$ cat config.mk
export PLATFORM = sky130hd
export DESIGN_NAME = spi_dor_resp
export DESIGN_NICKNAME = d
export VERILOG_FILES = /design/src/rtl/spi_dor_pkg.sv /design/src/rtl/spi_dor_edge.sv /design/src/rtl/spi_dor_ctrl.sv /design/src/rtl/spi_dor_shift.sv /design/src/rtl/spi_dor_resp.sv
export SDC_FILE = /design/constraint.sdc
export NUM_CORES = 1
export LEC_CHECK = 0
export ABC_AREA = 0
export BUFFER_PORTS_ARGS = -buffer_cell sky130_fd_sc_hd__buf_2
export CAP_MARGIN = 10
export CELL_PAD_IN_SITES_DETAIL_PLACEMENT = 0
export CELL_PAD_IN_SITES_GLOBAL_PLACEMENT = 2
export CORE_ASPECT_RATIO = 0.8
export CORE_MARGIN = 4
export CORE_UTILIZATION = 37
export DETAILED_ROUTE_END_ITERATION = 8
export GPL_TIMING_DRIVEN = 0
export PLACE_DENSITY = 0.79
export SLEW_MARGIN = 20
export SYNTH_ARGS = -nofsm -noshare
export SYNTH_HDL_FRONTEND = slang
export SYNTH_HIERARCHICAL = 1
export SYNTH_SLANG_ARGS = --single-unit
$ cat constraint.sdc
create_clock -name clk_i -period 2.35 [get_ports clk_i]
set_input_delay 0.235 -clock clk_i [delete_from_list [all_inputs] [get_ports clk_i]]
set_output_delay 0.235 -clock clk_i [all_outputs]
set_load 0.01 [all_outputs]
$ cat src/rtl/spi_dor_pkg.sv
package spi_dor_pkg;
  localparam int OP_W     = 8;
  localparam int ADDR_W   = 24;
  localparam int DUMMY_W  = 8;
  localparam int HDR_BITS = OP_W + ADDR_W + DUMMY_W;
  localparam int CNT_W    = $clog2(HDR_BITS);
  localparam logic [OP_W-1:0] OPC_DOR = 8'h3B;

  typedef enum logic [1:0] {
    ST_HDR  = 2'd0,
    ST_DATA = 2'd1,
    ST_IGN  = 2'd2
  } state_e;
endpackage

$ cat src/rtl/spi_dor_edge.sv
module spi_dor_edge (
  input  logic clk_i,
  input  logic rst_ni,
  input  logic sclk_i,
  output logic rise_o,
  output logic fall_o
);
  logic sclk_q;

  always_ff @(posedge clk_i or negedge rst_ni) begin
    if (!rst_ni) sclk_q <= 1'b0;
    else         sclk_q <= sclk_i;
  end

  assign rise_o = sclk_i & ~sclk_q;
  assign fall_o = ~sclk_i & sclk_q;
endmodule

$ cat src/rtl/spi_dor_ctrl.sv
module spi_dor_ctrl
  import spi_dor_pkg::*;
#(
  parameter int MEM_AW = 8
) (
  input  logic              clk_i,
  input  logic              rst_ni,
  input  logic              cs_ni,
  input  logic              rise_i,
  input  logic              fall_i,
  input  logic              io0_i,
  input  logic              busy_i,
  output logic              load_o,
  output logic              shift_o,
  output logic              mem_rd_o,
  output logic [MEM_AW-1:0] mem_addr_o
);
  localparam logic [CNT_W-1:0] OP_LAST   = CNT_W'(OP_W - 1);
  localparam logic [CNT_W-1:0] ADDR_LAST = CNT_W'(OP_W + ADDR_W - 1);
  localparam logic [CNT_W-1:0] HDR_LAST  = CNT_W'(HDR_BITS - 1);

  state_e            state_q;
  logic [CNT_W-1:0]  cnt_q;
  logic [ADDR_W-1:0] sreg_q;
  logic [MEM_AW-1:0] addr_q;
  logic [1:0]        pair_q;
  logic [OP_W-1:0]   opc_w;
  logic              rd_first, rd_next, in_data;

  assign opc_w    = {sreg_q[OP_W-2:0], io0_i};
  assign in_data  = !cs_ni && state_q == ST_DATA;
  assign rd_first = !cs_ni && state_q == ST_HDR && rise_i && cnt_q == HDR_LAST;
  assign rd_next  = in_data && fall_i && pair_q == 2'd3;
  assign load_o   = in_data && fall_i && pair_q == 2'd0;
  assign shift_o  = in_data && fall_i && pair_q != 2'd0;
  assign mem_rd_o = rd_first | rd_next;
  // in data phase the prefetch targets the following location
  assign mem_addr_o = (state_q == ST_DATA) ? addr_q + 1'b1 : addr_q;

  always_ff @(posedge clk_i or negedge rst_ni) begin
    if (!rst_ni) begin
      state_q <= ST_HDR;
      cnt_q   <= '0;
      sreg_q  <= '0;
      addr_q  <= '0;
      pair_q  <= '0;
    end else if (cs_ni) begin
      state_q <= ST_HDR;
      cnt_q   <= '0;
      pair_q  <= '0;
    end else begin
      unique case (state_q)
        ST_HDR: if (rise_i) begin
          sreg_q <= {sreg_q[ADDR_W-2:0], io0_i};
          cnt_q  <= cnt_q + 1'b1;
          if (cnt_q == OP_LAST && (opc_w != OPC_DOR || busy_i)) state_q <= ST_IGN;
          if (cnt_q == ADDR_LAST) addr_q <= {sreg_q[MEM_AW-2:0], io0_i};
          if (cnt_q == HDR_LAST) begin
            state_q <= ST_DATA;
            pair_q  <= '0;
          end
        end
        ST_DATA: if (fall_i) begin
          pair_q <= pair_q + 1'b1;
          if (pair_q == 2'd3) addr_q <= addr_q + 1'b1;
        end
        default: ;
      endcase
    end
  end
endmodule

$ cat src/rtl/spi_dor_shift.sv
module spi_dor_shift (
  input  logic       clk_i,
  input  logic       rst_ni,
  input  logic       cs_ni,
  input  logic       load_i,
  input  logic       shift_i,
  input  logic       rd_i,
  input  logic [7:0] mem_data_i,
  output logic       hi_o,
  output logic       lo_o,
  output logic       oe_o
);
  logic [7:0] buf_q, sh_q;
  logic       rd_q;

  always_ff @(posedge clk_i or negedge rst_ni) begin
    if (!rst_ni) begin
      buf_q <= '0;
      sh_q  <= '0;
      rd_q  <= 1'b0;
      oe_o  <= 1'b0;
    end else begin
      rd_q <= rd_i;
      if (rd_q) buf_q <= mem_data_i;
      if (load_i)       sh_q <= buf_q;
      else if (shift_i) sh_q <= {sh_q[5:0], 2'b00};
      if (cs_ni)       oe_o <= 1'b0;
      else if (load_i) oe_o <= 1'b1;
    end
  end

  assign hi_o = sh_q[7];
  assign lo_o = sh_q[6];
endmodule

$ cat src/rtl/spi_dor_resp.sv
module spi_dor_resp
  import spi_dor_pkg::*;
#(
  parameter int MEM_AW = 8
) (
  input  logic              clk_i,
  input  logic              rst_ni,
  input  logic              cs_ni,
  input  logic              sclk_i,
  input  logic              io0_i,
  input  logic              busy_i,
  output logic              io0_o,
  output logic              io0_oe_o,
  output logic              io1_o,
  output logic              io1_oe_o,
  output logic              mem_rd_o,
  output logic [MEM_AW-1:0] mem_addr_o,
  input  logic [7:0]        mem_data_i
);
  logic rise, fall, load, shift, oe;

  spi_dor_edge u_edge (
    .clk_i(clk_i), .rst_ni(rst_ni), .sclk_i(sclk_i), .rise_o(rise), .fall_o(fall)
  );

  spi_dor_ctrl #(.MEM_AW(MEM_AW)) u_ctrl (
    .clk_i(clk_i), .rst_ni(rst_ni), .cs_ni(cs_ni), .rise_i(rise), .fall_i(fall),
    .io0_i(io0_i), .busy_i(busy_i), .load_o(load), .shift_o(shift),
    .mem_rd_o(mem_rd_o), .mem_addr_o(mem_addr_o)
  );

  spi_dor_shift u_shift (
    .clk_i(clk_i), .rst_ni(rst_ni), .cs_ni(cs_ni), .load_i(load), .shift_i(shift),
    .rd_i(mem_rd_o), .mem_data_i(mem_data_i), .hi_o(io1_o), .lo_o(io0_o), .oe_o(oe)
  );

  assign io0_oe_o = oe;
  assign io1_oe_o = oe;
endmodule

==> metrics.txt <==
Worst Path Arrival between 1.5 and 2 ns; max-slew violation count 0; Clk network pwr share between 30% and 40%; #FFs+latches synth 44; global route overflow 0; Rel. slew slack 57.9%; vias in the first global route between 1.5k and 2k; worst slew pin tran 0.629 ns; total chip power roughly 1600 µW; via count 1,683; Worst-path clk slew 0.08 ns; CP max stage cell dfrtp_1; io pins 27; layout cells sized above 1 about a quarter; DRT antenna net count 0; Final Cell Area approximately 2700 µm²; Critical Path RT 2.12 ns; hold path cells 1; R2R Path Start u_ctrl/state_q[0]; P_int roughly 1200 µW; fmax 469 MHz; max-cap violations 0; Die Y a little under 80 µm; NetSw approximately 380 µW; XOR/XNOR Fraction of Synth Area under 10%; DIE WIDTH between 90 and 100 µm; Hold WS slightly below 0.07 ns; Buffers on Ports 26; Netlist cell types 43; top cell type's share of synthesized area between 40 and 50%; pre-CTS setup slack -0.162 ns; Setup crit start kind flip-flop; Setup Viol. Count Final 0; maximum buffer depth of the clock tree 2; largest fanout on the critical path 10; first-pass GRT wire length a little over 8 mm; final worst slack between 0.2 and 0.25 ns; GP Congestion 0.754; sw frac between 20% and 30%; reg2reg path depth 8; largest family of logic cells by synthesized area simple AND/OR/NAND/NOR gates; # DRC 0; hold_sp sclk_i; # Post-CTS Setup Buffers 0; final wirelength about 4.9 mm; Commonest cells post-synth dfrtp_1, nand2_1, nor2_1; all-layer global routing usage about 14%; CP Class reg2out; worst clock skew roughly 0.010 ns; dominant cells by area after synthesis dfrtp_1, mux2_4, nand2_1; H-tree depth 2; number of diodes 0; RSZ-0062 raised after global routing false; final hold viol count 0; die area 7530 µm²; total number of yosys warnings 6; post-synthesis adder-cell area fraction around 2.2%; layout overhead on the synthesized area 15.8%; row count 25; Area after DPL 2530 µm²; post-synthesis compound-gate area fraction a little under an eighth; Clk Latency, worst-skew pair a little under 0.3 ns; crit-path cells nor2b_1 -> buf_2 -> buf_2 -> nand3_1 -> a21oi_1 -> buf_2; EDFF count, synth 0; syn_area_per_cell 10.5 µm²; family with the most delay on the worst path buffers and inverters; power density cells 598 nW/µm²; Buf+Inv Stages, Crit Path 3; Iter 0 DRT Violations about 100; largest net degree at the start of global routing 45; Top FF cell, synth dfrtp_1; leakage between 0.001 and 0.0015 µW; WL/cell 14.7 µm; post-synthesis mux area share roughly an eighth; cell depth of the worst setup path 6; Flop pwr share between 50% and 60%; area of the core 5970 µm²; most common cell in the netlist dfrtp_1; Synth Instances 218; Via-to-Cell Ratio approximately 5.0; CTS tree yes; result of the run finished clean; Yosys top cell by area dfrtp_1; antenna violations before repair 0; Mapped Area 2290 µm²; initial core utilization between 30 and 40%; number of buffers created by CTS 5; CTS Sinks between 40 and 50; simple-gate share of the synthesized area roughly 17%; Pre-antenna DRT Iters 4; Critical Path Start u_ctrl/state_q[0]; max incr delay on CP approximately 0.53 ns; Inst Count DP around 330; most frequent CP cell buf_2; Logic pwr share under 10%; FFs w/ async S/R, synth between 90% and 100%; Layout Cells excl Fill approximately 330; Worst IR Drop VDD between 200 and 300 µV; critical path endpoint category output port; Hold Crit Class in2reg; register area share after synthesis a little under half; post-DP HPWL between 3 and 4 mm; Mapped Nets ~240; Root Driver clkbuf_8; nets 270; fin crit share ~90%; Tmin final 2.13 ns
## metal layers
layer | track usage, % | share of wire (%) | wire length (µm) | vias up
met5 | 0 | 0 | 0 | -
met2 | 18.5 | 42 | 2060 | 33
met1 | 22.0 | 53 | 2610 | 817
li1 | - | - | - | 831
met4 | 3.41 | 0.29 | 14 | 0
met3 | 2.97 | 4.5 | 219 | 2
## path summary, 6_finish.rpt
kind	end	slack (ns)
max	mem_rd_o	0.22
min	u_edge/sclk_q	0.07
max reg2reg	u_shift/sh_q[5]	0.27
min reg2reg	u_shift/sh_q[0]	0.49
max in group asynchronous	u_ctrl/cnt_q[3]	1.48
min in group asynchronous	u_shift/oe_o	0.49
## sequential cells by signal, summed over array words and instances (netlist names)
name / flops
u_ctrl/addr_q: 8
u_ctrl/cnt_q: 6
u_ctrl/pair_q: 2
u_ctrl/sreg_q: 7
u_ctrl/state_q: 2
u_edge/sclk_q: 1
u_shift/buf_q: 8
u_shift/oe_o: 1
u_shift/rd_q: 1
u_shift/sh_q: 8
## what timing repair did
action,in CTS,in global routing
setup endpoints to repair,9,2
hold buffers,0,1
hold endpoints to repair,0,44
resized for setup,1,1
## cells by family (layout without fill, tap and decap cells)
kind of cell | Yosys count | after routing
flip-flops | 44 | 44
buffers and inverters | 20 | 55
AO/OA/AOI/OAI | 43 | 43
AND/OR/NAND/NOR | 73 | 73
adder cells (fa/ha/maj) | 4 | 4
XOR/XNOR | 12 | 12
multiplexers | 22 | 22
## cell type report
type	instances	area, µm²
Buffer	15	101
Tap cell	81	101
Timing Repair Buffer	27	143
Clock buffer	6	72.6
Sequential cell	44	1100
Inverter	5	18.8
Clock inverter	2	35.0
Fill cell	596	3320
Multi-Input combinational cell	154	1080
## cells in the final DEF (no fill, tap or decap), types with 2 or more instances in the layout
cell type,instances
xnor2_1,5
buf_6,4
o211ai_1,2
inv_1,5
mux2_2,7
nor2b_1,4
nand2_1,22
xor2_1,7
and2_1,2
buf_4,4
ha_1,4
and3b_1,2
o22ai_1,2
mux2i_1,7
o21ai_0,9
a21oi_1,9
o21ai_1,6
clkbuf_1,6
nor3b_4,2
nor2_1,13
nor2_2,2
a31oi_1,5
dfrtp_1,44
a22o_1,3
mux2_4,8
buf_2,28
clkbuf_8,5
and3_1,2
a41oi_1,2
nand2b_1,2
nand3_1,11
nor3_1,2
nand4_1,4
## metrics by stage
step                      utilization, %  setup TNS (ns)
after floorplan                        -               0
after global placement              42.3          -0.911
after detailed placement            42.3           -1.20
after CTS                           44.2               0
after global routing                44.5               0
final                               44.5               0
## power groups by stage
| stage | registers [µW] | clock network [µW] | logic (µW) |
|---|---|---|---|
| floorplan | 858 | 0 | 104 |
| global placement | 881 | 0 | 152 |
| detailed placement | 881 | 0 | 152 |
| CTS | 866 | 593 | 153 |
| global route | 879 | 622 | 174 |
| finish | 867 | 569 | 154 |
Power figures use the tool's default switching activity.
